[src/rtl/dbgtap_pkg.sv]
package dbgtap_pkg;

  localparam int IR_W = 4;
  localparam int ID_W = 32;

  localparam logic [IR_W-1:0] OP_PRELOAD = 4'h0;
  localparam logic [IR_W-1:0] OP_IDCODE  = 4'h1;
  localparam logic [IR_W-1:0] OP_EXTEST  = 4'h2;
  localparam logic [IR_W-1:0] OP_DADDR   = 4'h8;
  localparam logic [IR_W-1:0] OP_DREAD   = 4'h9;
  localparam logic [IR_W-1:0] OP_DWRITE  = 4'hA;
  localparam logic [IR_W-1:0] IR_CAPTURE = 4'b0001;

  typedef enum logic [3:0] {
    ST_TLR, ST_RTI,
    ST_SEL_DR, ST_CAP_DR, ST_SH_DR, ST_EX1_DR, ST_PAU_DR, ST_EX2_DR, ST_UPD_DR,
    ST_SEL_IR, ST_CAP_IR, ST_SH_IR, ST_EX1_IR, ST_PAU_IR, ST_EX2_IR, ST_UPD_IR
  } tapState_e;

  typedef enum logic [2:0] {
    SEL_BYP, SEL_ID, SEL_ADDR, SEL_RD, SEL_WR, SEL_BS
  } drSel_e;

  typedef struct packed {
    logic   capDr;
    logic   shDr;
    logic   updDr;
    logic   inReset;
    drSel_e sel;
  } tapCtl_t;

endpackage

[src/rtl/dbgtap_sreg.sv]
module dbgtap_sreg #(
  parameter int W = 8
) (
  input  logic         tck,
  input  logic         trstN,
  input  logic         cap,
  input  logic         shf,
  input  logic         tdi,
  input  logic [W-1:0] capVal,
  output logic [W-1:0] q
);

  generate
    if (W == 1) begin : g_single
      always_ff @(posedge tck or negedge trstN) begin
        if (!trstN)   q <= '0;
        else if (cap) q <= capVal;
        else if (shf) q <= tdi;
      end
    end else begin : g_multi
      always_ff @(posedge tck or negedge trstN) begin
        if (!trstN)   q <= '0;
        else if (cap) q <= capVal;
        else if (shf) q <= {tdi, q[W-1:1]};
      end
    end
  endgenerate

endmodule

[src/rtl/dbgtap_ctrl.sv]
module dbgtap_ctrl
  import dbgtap_pkg::*;
(
  input  logic    tck,
  input  logic    trstN,
  input  logic    tms,
  input  logic    tdi,
  output tapCtl_t ctl,
  output logic    irTdo,
  output logic    irShifting,
  output logic    bsSel,
  output logic    bsExtest,
  output logic    bsCapture,
  output logic    bsShift,
  output logic    bsUpdate
);

  tapState_e       st, stNext;
  logic [IR_W-1:0] irShift, irReg;

  always_comb begin
    unique case (st)
      ST_TLR:    stNext = tms ? ST_TLR    : ST_RTI;
      ST_RTI:    stNext = tms ? ST_SEL_DR : ST_RTI;
      ST_SEL_DR: stNext = tms ? ST_SEL_IR : ST_CAP_DR;
      ST_CAP_DR: stNext = tms ? ST_EX1_DR : ST_SH_DR;
      ST_SH_DR:  stNext = tms ? ST_EX1_DR : ST_SH_DR;
      ST_EX1_DR: stNext = tms ? ST_UPD_DR : ST_PAU_DR;
      ST_PAU_DR: stNext = tms ? ST_EX2_DR : ST_PAU_DR;
      ST_EX2_DR: stNext = tms ? ST_UPD_DR : ST_SH_DR;
      ST_UPD_DR: stNext = tms ? ST_SEL_DR : ST_RTI;
      ST_SEL_IR: stNext = tms ? ST_TLR    : ST_CAP_IR;
      ST_CAP_IR: stNext = tms ? ST_EX1_IR : ST_SH_IR;
      ST_SH_IR:  stNext = tms ? ST_EX1_IR : ST_SH_IR;
      ST_EX1_IR: stNext = tms ? ST_UPD_IR : ST_PAU_IR;
      ST_PAU_IR: stNext = tms ? ST_EX2_IR : ST_PAU_IR;
      ST_EX2_IR: stNext = tms ? ST_UPD_IR : ST_SH_IR;
      default:   stNext = tms ? ST_SEL_DR : ST_RTI;
    endcase
  end

  always_ff @(posedge tck or negedge trstN) begin
    if (!trstN) st <= ST_TLR;
    else        st <= stNext;
  end

  always_ff @(posedge tck or negedge trstN) begin
    if (!trstN) begin
      irReg   <= OP_IDCODE;
      irShift <= '0;
    end else if (st == ST_TLR) begin
      irReg   <= OP_IDCODE;
    end else begin
      case (st)
        ST_CAP_IR: irShift <= IR_CAPTURE;
        ST_SH_IR:  irShift <= {tdi, irShift[IR_W-1:1]};
        ST_UPD_IR: irReg   <= irShift;
        default: ;
      endcase
    end
  end

  always_comb begin
    ctl         = '0;
    ctl.capDr   = (st == ST_CAP_DR);
    ctl.shDr    = (st == ST_SH_DR);
    ctl.updDr   = (st == ST_UPD_DR);
    ctl.inReset = (st == ST_TLR);
    bsExtest    = 1'b0;
    case (irReg)
      OP_IDCODE:  ctl.sel = SEL_ID;
      OP_DADDR:   ctl.sel = SEL_ADDR;
      OP_DREAD:   ctl.sel = SEL_RD;
      OP_DWRITE:  ctl.sel = SEL_WR;
      OP_PRELOAD: ctl.sel = SEL_BS;
      OP_EXTEST: begin
        ctl.sel  = SEL_BS;
        bsExtest = 1'b1;
      end
      default:    ctl.sel = SEL_BYP;
    endcase
  end

  assign irTdo      = irShift[0];
  assign irShifting = (st == ST_SH_IR);
  assign bsSel      = (ctl.sel == SEL_BS);
  assign bsCapture  = bsSel & ctl.capDr;
  assign bsShift    = bsSel & ctl.shDr;
  assign bsUpdate   = bsSel & ctl.updDr;

  // run length of consecutive tms-high edges, saturating at five
  logic [2:0] tmsRun;
  always_ff @(posedge tck or negedge trstN) begin
    if (!trstN)              tmsRun <= '0;
    else if (!tms)           tmsRun <= '0;
    else if (tmsRun != 3'd5) tmsRun <= tmsRun + 3'd1;
  end

  p_five_high_reset_r1: assert property (@(posedge tck) disable iff (!trstN)
    (tmsRun == 3'd5) |-> (st == ST_TLR));

  p_update_exit_r1: assert property (@(posedge tck) disable iff (!trstN)
    (st == ST_UPD_DR || st == ST_UPD_IR) |=> (st == ST_RTI || st == ST_SEL_DR));

  p_reset_loads_id_r2: assert property (@(posedge tck) disable iff (!trstN)
    (st == ST_TLR) |=> (irReg == OP_IDCODE));

  p_capir_pattern_r2: assert property (@(posedge tck) disable iff (!trstN)
    (st == ST_CAP_IR) |=> (irTdo == 1'b1));

endmodule

[src/rtl/dbgtap_dpath.sv]
module dbgtap_dpath
  import dbgtap_pkg::*;
#(
  parameter int              ADDR_W   = 8,
  parameter int              DATA_W   = 64,
  parameter logic [ID_W-1:0] ID_VALUE = 32'h0000_18FF
) (
  input  logic              tck,
  input  logic              trstN,
  input  logic              tdi,
  input  tapCtl_t           ctl,
  input  logic              irTdo,
  input  logic              irShifting,
  input  logic [DATA_W-1:0] rdData,
  output logic [ADDR_W-1:0] addr,
  output logic [DATA_W-1:0] wData,
  output logic              wrStb,
  output logic              rdReq,
  output logic              tdo,
  output logic              tdoEn
);

  logic              selId, selAddr, selRd, selWr, selByp;
  logic [ID_W-1:0]   idQ;
  logic [ADDR_W-1:0] addrQ, addrReg;
  logic [DATA_W-1:0] rdQ, wrQ;
  logic [0:0]        bypQ;
  logic              drLsb, tdoR, tdoEnR;

  assign selId   = (ctl.sel == SEL_ID);
  assign selAddr = (ctl.sel == SEL_ADDR);
  assign selRd   = (ctl.sel == SEL_RD);
  assign selWr   = (ctl.sel == SEL_WR);
  assign selByp  = (ctl.sel == SEL_BYP) || (ctl.sel == SEL_BS);

  dbgtap_sreg #(.W(ID_W)) u_id (
    .tck(tck), .trstN(trstN), .cap(ctl.capDr & selId), .shf(ctl.shDr & selId),
    .tdi(tdi), .capVal(ID_VALUE), .q(idQ));

  dbgtap_sreg #(.W(ADDR_W)) u_addr (
    .tck(tck), .trstN(trstN), .cap(ctl.capDr & selAddr), .shf(ctl.shDr & selAddr),
    .tdi(tdi), .capVal(addrReg), .q(addrQ));

  dbgtap_sreg #(.W(DATA_W)) u_rd (
    .tck(tck), .trstN(trstN), .cap(ctl.capDr & selRd), .shf(ctl.shDr & selRd),
    .tdi(tdi), .capVal(rdData), .q(rdQ));

  dbgtap_sreg #(.W(DATA_W)) u_wr (
    .tck(tck), .trstN(trstN), .cap(ctl.capDr & selWr), .shf(ctl.shDr & selWr),
    .tdi(tdi), .capVal(wrQ), .q(wrQ));

  dbgtap_sreg #(.W(1)) u_byp (
    .tck(tck), .trstN(trstN), .cap(ctl.capDr & selByp), .shf(ctl.shDr & selByp),
    .tdi(tdi), .capVal(1'b0), .q(bypQ));

  always_ff @(posedge tck or negedge trstN) begin
    if (!trstN)                    addrReg <= '0;
    else if (ctl.inReset)          addrReg <= '0;
    else if (ctl.updDr && selAddr) addrReg <= addrQ;
  end

  assign addr  = addrReg;
  assign wData = wrQ;
  assign wrStb = ctl.updDr & selWr;
  assign rdReq = ctl.capDr & selRd;

  always_comb begin
    case (ctl.sel)
      SEL_ID:   drLsb = idQ[0];
      SEL_ADDR: drLsb = addrQ[0];
      SEL_RD:   drLsb = rdQ[0];
      SEL_WR:   drLsb = wrQ[0];
      default:  drLsb = bypQ[0];
    endcase
  end

  always_ff @(negedge tck or negedge trstN) begin
    if (!trstN) begin
      tdoR   <= 1'b0;
      tdoEnR <= 1'b0;
    end else begin
      tdoEnR <= irShifting | ctl.shDr;
      tdoR   <= irShifting ? irTdo : drLsb;
    end
  end

  assign tdo   = tdoR & tdoEnR;
  assign tdoEn = tdoEnR;

  p_addr_hold_r4: assert property (@(posedge tck) disable iff (!trstN)
    !(ctl.updDr && selAddr) && !ctl.inReset |=> $stable(addrReg));

  p_rd_capture_r5: assert property (@(posedge tck) disable iff (!trstN)
    (ctl.capDr && selRd) |=> (rdQ == $past(rdData)));

  p_wrstb_single_r6: assert property (@(posedge tck) disable iff (!trstN)
    wrStb |=> !wrStb);

  p_quiet_in_capture_r9: assert property (@(posedge tck) disable iff (!trstN)
    ctl.capDr |-> !tdoEn);

  p_no_cross_strobe_r10: assert property (@(posedge tck) disable iff (!trstN)
    !(rdReq && wrStb));

endmodule

[src/rtl/dbgtap_top.sv]
module dbgtap_top
  import dbgtap_pkg::*;
#(
  parameter int              ADDR_W   = 8,
  parameter int              DATA_W   = 64,
  parameter logic [ID_W-1:0] ID_VALUE = 32'h0000_18FF
) (
  input  logic              tck,
  input  logic              trstN,
  input  logic              tms,
  input  logic              tdi,
  output logic              tdo,
  output logic              tdoEn,
  output logic [ADDR_W-1:0] dbgAddr,
  output logic [DATA_W-1:0] dbgWData,
  output logic              dbgWrStb,
  output logic              dbgRdReq,
  input  logic [DATA_W-1:0] dbgRData,
  output logic              bsSel,
  output logic              bsExtest,
  output logic              bsCapture,
  output logic              bsShift,
  output logic              bsUpdate
);

  tapCtl_t ctl;
  logic    irTdo, irShifting;

  dbgtap_ctrl u_ctrl (
    .tck(tck), .trstN(trstN), .tms(tms), .tdi(tdi),
    .ctl(ctl), .irTdo(irTdo), .irShifting(irShifting),
    .bsSel(bsSel), .bsExtest(bsExtest), .bsCapture(bsCapture),
    .bsShift(bsShift), .bsUpdate(bsUpdate));

  dbgtap_dpath #(.ADDR_W(ADDR_W), .DATA_W(DATA_W), .ID_VALUE(ID_VALUE)) u_dpath (
    .tck(tck), .trstN(trstN), .tdi(tdi), .ctl(ctl),
    .irTdo(irTdo), .irShifting(irShifting), .rdData(dbgRData),
    .addr(dbgAddr), .wData(dbgWData), .wrStb(dbgWrStb), .rdReq(dbgRdReq),
    .tdo(tdo), .tdoEn(tdoEn));

endmodule

[config.mk]
export PLATFORM = sky130hd
export DESIGN_NAME = dbgtap_top
export DESIGN_NICKNAME = d
export VERILOG_FILES = /design/src/rtl/dbgtap_pkg.sv /design/src/rtl/dbgtap_sreg.sv /design/src/rtl/dbgtap_ctrl.sv /design/src/rtl/dbgtap_dpath.sv /design/src/rtl/dbgtap_top.sv
export SDC_FILE = /design/constraint.sdc
export NUM_CORES = 1
export LEC_CHECK = 0
export BUFFER_PORTS_ARGS = -buffer_cell sky130_fd_sc_hd__buf_2
export CAP_MARGIN = 5
export CORE_UTILIZATION = 50
export DETAILED_ROUTE_END_ITERATION = 10
export GPL_ROUTABILITY_DRIVEN = 0
export PLACE_DENSITY = 0.76
export SYNTH_ARGS = -nofsm -noshare
export SYNTH_HDL_FRONTEND = slang
export SYNTH_SLANG_ARGS = --single-unit
[constraint.sdc]
create_clock -name tck -period 1.82 [get_ports tck]
set_clock_uncertainty 0.2 [all_clocks]
set_input_delay 0.091 -clock tck [delete_from_list [all_inputs] [get_ports tck]]
set_output_delay 0.091 -clock tck [all_outputs]
set_load 0.005 [all_outputs]
Word-level counts from Yosys, hierarchy flattened
Index checks and enable logic that the tools add are counted.
{"block": "op_classes", "reduce_logical": 17, "eq_ne": 24, "bitwise_logic": 18, "muxes": 30}
{"op": "$mux 64", "count": 2}
{"op": "$mux 32", "count": 2}
{"op": "$eq 4x4->1 const B", "count": 11}
{"op": "$pmux 4 s11", "count": 1}
{"op": "$mux 8", "count": 4}
{"op": "$mux 4", "count": 6}
{"op": "$eq 4x3->1 const B", "count": 4}
{"op": "$and 1x1->1", "count": 15}
{"op": "$pmux 3 s5", "count": 1}
{"op": "$reduce_bool 2->1", "count": 7}
{"op": "$eq 4x2->1 const B", "count": 3}
{"op": "$logic_not 4->1", "count": 2}
{"op": "$pmux 4 s2", "count": 1}
{"op": "$mux 1", "count": 7}
{"op": "$eq 3x2->1 const B", "count": 2}
{"op": "$eq 3x3->1 const B", "count": 2}
{"op": "$mux 2", "count": 3}
{"op": "$mux 3", "count": 2}
{"op": "$reduce_or 2->1", "count": 3}
{"op": "$eq 4x1->1 const B", "count": 1}
{"op": "$pmux 1 s4", "count": 1}
{"op": "$reduce_and 2->1", "count": 2}
{"op": "$eq 3x1->1 const B", "count": 1}
{"op": "$logic_not 3->1", "count": 1}
{"op": "4 further kinds", "count": 5}
{"block": "word_totals", "register_bits": 191, "word_cells": 100, "inputBits": 68, "out_inout_bits": 81}

Depth between registers and ports, before layout
{"block": "depth", "word_depth": 8, "ltp_mapped": 9, "ltp_nobuf": 4}

Cells and area by module
From an unflattened synthesis, not the netlist that was laid out.
{"block": "unflattened", "cells_unflattened": 885, "hier_area_um2": 9290.2}
{"mod": "dbgtap_sreg (u_dpath.u_rd ...)", "area_per_inst_um2": 2965.3, "seq_area_each_um2": 1601.5, "cells_each": 277, "n_inst": 2}
{"mod": "dbgtap_sreg (u_dpath.u_id)", "area_per_inst_um2": 1515.2, "seq_area_each_um2": 800.8, "cells_each": 139, "n_inst": 1}
{"mod": "dbgtap_ctrl", "area_per_inst_um2": 855.8, "seq_area_each_um2": 301.5, "cells_each": 98, "n_inst": 1}
{"mod": "dbgtap_dpath", "area_per_inst_um2": 571.8, "seq_area_each_um2": 250.2, "cells_each": 56, "n_inst": 1}
{"mod": "dbgtap_sreg (u_dpath.u_addr)", "area_per_inst_um2": 372.9, "seq_area_each_um2": 200.2, "cells_each": 34, "n_inst": 1}
{"mod": "dbgtap_sreg (u_dpath.u_byp)", "area_per_inst_um2": 43.8, "seq_area_each_um2": 25.0, "cells_each": 4, "n_inst": 1}

==> results list <==
- Maximum fanout count along the critical path: 8
* Type of the most critical hold path: input pin to async pin
* Power, Total: 19300 uW
- The final count of pins violating max slew was 0.
* Pwr per Cell Area: 1360 nW/um2
- The startpoint identified for the worst register-to-register timing path is u_ctrl.st[3].
* Share of final-layout standard cells stronger than drive strength 1: 60.0%
- The checks that failed: negative setup slack.
- Area grow syn2layout: 73.7%
- The number of placed instances, taps included, is 1096.
- After clock tree synthesis, the clock-pin slew on the worst setup and hold paths is 0.07 ns.
- Global route hottest layer: met2
- The root buffer cell chosen for the clock tree is clkbuf_16.
- TritonCTS built the clock tree.
* Number of cells in the finished layout apart from fillers: 1296
* Drt drc: 0
- Drt total wl: 37.7 mm
- The tool flagged a number of max-cap violations equal to 0.
- Fin crit share: 142%
- After detailed routing, the number of vias per cell comes to 6.48.
* Critical path's most frequent cell: buf_12
- Met2 capacity usage during global routing: 59.6%
* Wire length of the first global-routing pass: 44.6 mm
- Fin crit period: 2.59 ns
* All-Layer GR Usage: 35.9%
* I/O pin cnt: 149
- The layout has 513 filler cells.
- Setup repair after global routing missed its margin: yes
* Top achievable clock speed: 386 MHz
- Number of DRC markers in iteration 0: 974
- At the placement stage, the worst setup path has a slack of -0.408 ns.
* Async SR Flop Fraction: 100%
- The final layout contains 1134 nets.
- Die X-Extent: 130 um
- Port buffer count: 148
* Leading cell type by number of instances after synthesis: dfrtp_1
* Per-cell routed wire length: 29.1 um
* Number of cell rows: 46
* Series of cell instances along the critical path: buf_6 > nor4bb_4 > buf_12 > buf_12 > o2111ai_4 > buf_6 > buf_12 > buf_16 > o21ai_2
* Worst reg2reg path endpoint: u_dpath.u_rd.q[31]
* Starting utilization of the core area: 51.3%
* # H-tree levels: 4
* Total number of vias: 8395
- In this run the cell area of the synthesized design comes to 8160 um2.
- The biggest area contributor in the post-synthesis netlist is dfrtp_1.
- In this design, the stage delay of the slowest critical-path cell is 0.46 ns.
- Outcome: complete, but fails checks
- Area used by sequential logic in the layout: 4780 um2
- Most used flip-flop cell after synthesis: dfrtp_1
- Global routing finished with a remaining overflow of 0.
- When the netlist entered floorplanning its net count stood at 810.
* Area share of the leading cell type in the synthesized netlist: 57.7%
* CTS buffer count: 17
* Average size of a mapped cell: 11.0 um2
- Detailed-router iteration count before antenna repair: 6
- Count of flip-flops with a built-in enable after synthesis: 0
- Worst Setup Start Kind: flip-flop
- Maximum clock insertion buffer count: 2
* Setup Crit Path Kind: flip-flop to flip-flop
* Worst reg-to-reg setup slack: -0.77 ns
- At the pin with the least slew margin, the transition time is 0.594 ns.
* Global-route met1 utilization: 41.0%
- After synthesis, the netlist uses 44 different library cells.
* Reg2reg path depth: 9
* HPWL after detailed placement: 10.5 mm
* Leakage power: 0.00661 uW
- Data arrives at the worst endpoint at 2.69 ns.
- Area of the core: 15900 um2
- TNS Setup: -79.93 ns
- Setup violations remaining at the end of the flow were counted as 192.
- Worst IR Drop VDD: 0.000826 V
- Highest-delay cell along the critical path: dfrtp_1
* Share of synthesized area occupied by flip-flops and latches: 58.6%
* Final critical-path setup slack: -0.770 ns
- Seq cells post-synth: 191
- Normalized max-slew margin: 60.4%
- In the final layout, the multi-input gates occupy 4780 um2.
- CTS sink cnt: 191
- Global routing used 11.6% of the available met3 tracks.
* Maximum number of pins on one net before global-route repair: 110
- Synthesized instance count: 742
- The detail route stage leaves a number of antenna-violating nets equal to 0.
- For the worst-skew pair, the clock arrives at the later sink with an insertion delay of 0.45 ns.
- The number of global-route vias before repair was 8074.
- Most common library cells after synthesis: 188 x dfrtp_1, 159 x nand2_1, 116 x o21ai_0, 72 x mux2i_1, 61 x mux2_2
- Number of antenna violations at the first check in global routing: 1
* Floorplan die area: 16800 um2
- STA puts the critical path data required time at 1.92 ns.
* Number of warnings reported in the yosys synthesis log: 0
* Vertical die dimension: 130 um
- Cell types occupying the most area after synthesis: dfrtp_1 58%, mux2i_1 8.8%, mux2_2 8.4%
- The worst setup path is captured at a flip-flop.
* Hold violation count in the final report: 0
==> cells by family (layout without fill, tap and decap cells) <==
kind of cell              Yosys count  in the layout  synth area share, %
AOI/OAI and AO/OA                 145            145                 9.51
xor gates and xnor gates            1              1                0.107
buffers and inverters              56            392                 2.95
DFF                               191            191                 58.6
muxes                             137            137                 17.8
other                               0              1                    0
and+or+nand+nor                   212            213                 11.0
==> metrics by stage <==
step	cell area [um2]	utilization [%]	hold WS, ns
finish	14200	89.2	0.0973
CTS	13200	83.4	0.119
global route	14200	89.2	0.150
global placement	9450	59.5	-0.0162
detailed placement	9450	59.5	-0.0248
floorplan	8310	-	-0.405
==> final cells by class <==
cell class	instances	share of cell area, %
Antenna cell	1	0.0177
Clock buffer	19	3.20
Multi-Input combinational cell	496	33.8
Timing Repair Buffer	355	25.8
Tap cell	216	1.91
Sequential cell	191	33.8
Clock inverter	13	1.47
Inverter	5	0.132
==> where the power goes <==
| group | total [uW] | internal [uW] | leakage (uW) | switching (uW) |
|---|---|---|---|---|
| Combinational | 8570 | 4240 | 0.00395 | 4330 |
| Clock | 4320 | 2520 | 0.000312 | 1810 |
| Sequential | 6370 | 5110 | 0.00235 | 1260 |
| Total | 19300 | 11900 | 0.00661 | 7400 |
==> what timing repair did <==
action,in CTS,in global routing
endpoints found under the hold margin,262,0
resized for setup,358,257
pin swaps,128,48
buffers inserted,53,28
endpoints found under the setup margin,187,188
cloned,43,1
hold buffers,67,0
==> sequential cells by signal, indices dropped and copies added, names as in the netlist <==
register,count
u_ctrl.irReg,4
u_ctrl.irShift,4
u_ctrl.st,4
u_dpath.addr,8
u_dpath.tdoEn,1
u_dpath.tdoR,1
u_dpath.u_addr.q,8
u_dpath.u_byp.q,1
u_dpath.u_id.q,32
u_dpath.u_rd.q,64
u_dpath.u_wr.q,64
==> metal layers <==
layer,wire [um],up-vias
met5,17,-
met2,17200,780
met1,13100,4108
met4,3010,2
li1,-,3217
met3,4380,288
==> critical path: cells and delay by family, from the launching register on <==
| family | cells | cell delay, ns |
|---|---|---|
| flops | 1 | 0.46 |
| compound gates | 2 | 0.54 |
| simple gates | 1 | 0.34 |
| buf+inv | 6 | 0.89 |
==> placed cells by master (no fill, tap or decap), types with 3 or more instances in the layout <==
master         instances
dfrtp_1              187
buf_2                143
nand2_4               87
o21ai_2               84
dlygate4sd3_1         67
nand2_1               51
mux2_2                51
buf_4                 41
mux2i_1               38
buf_12                38
buf_6                 32
buf_16                25
nor2_1                23
o21ai_1               22
mux2i_4               21
nand2_2               21
clkbuf_16             18
mux2_4                14
mux2i_2               13
o21ai_4                9
buf_8                  8
a21oi_1                7
inv_1                  5
bufinv_16              5
nor2_4                 4
o22ai_1                4
o21ai_0                4
clkinvlp_4             4
nand3_4                3
==> worst max-delay path by stage <==
stage / to / from / depth (start not counted) / slack (ns)
after detailed placement: u_dpath.tdoR / u_ctrl.irReg[0] / 4 / -0.41
after floorplan: u_dpath.tdoR / u_ctrl.irReg[0] / 4 / -0.43
after global placement: u_dpath.tdoR / u_ctrl.irReg[0] / 4 / -0.38
final: u_dpath.u_rd.q[31] / u_ctrl.st[3] / 9 / -0.77
after CTS: u_dpath.tdoR / u_ctrl.irReg[0] / 4 / -0.46
after global routing: u_dpath.u_addr.q[4] / u_ctrl.st[3] / 9 / -0.93
No activity file was read; power rests on OpenSTA's default activity.
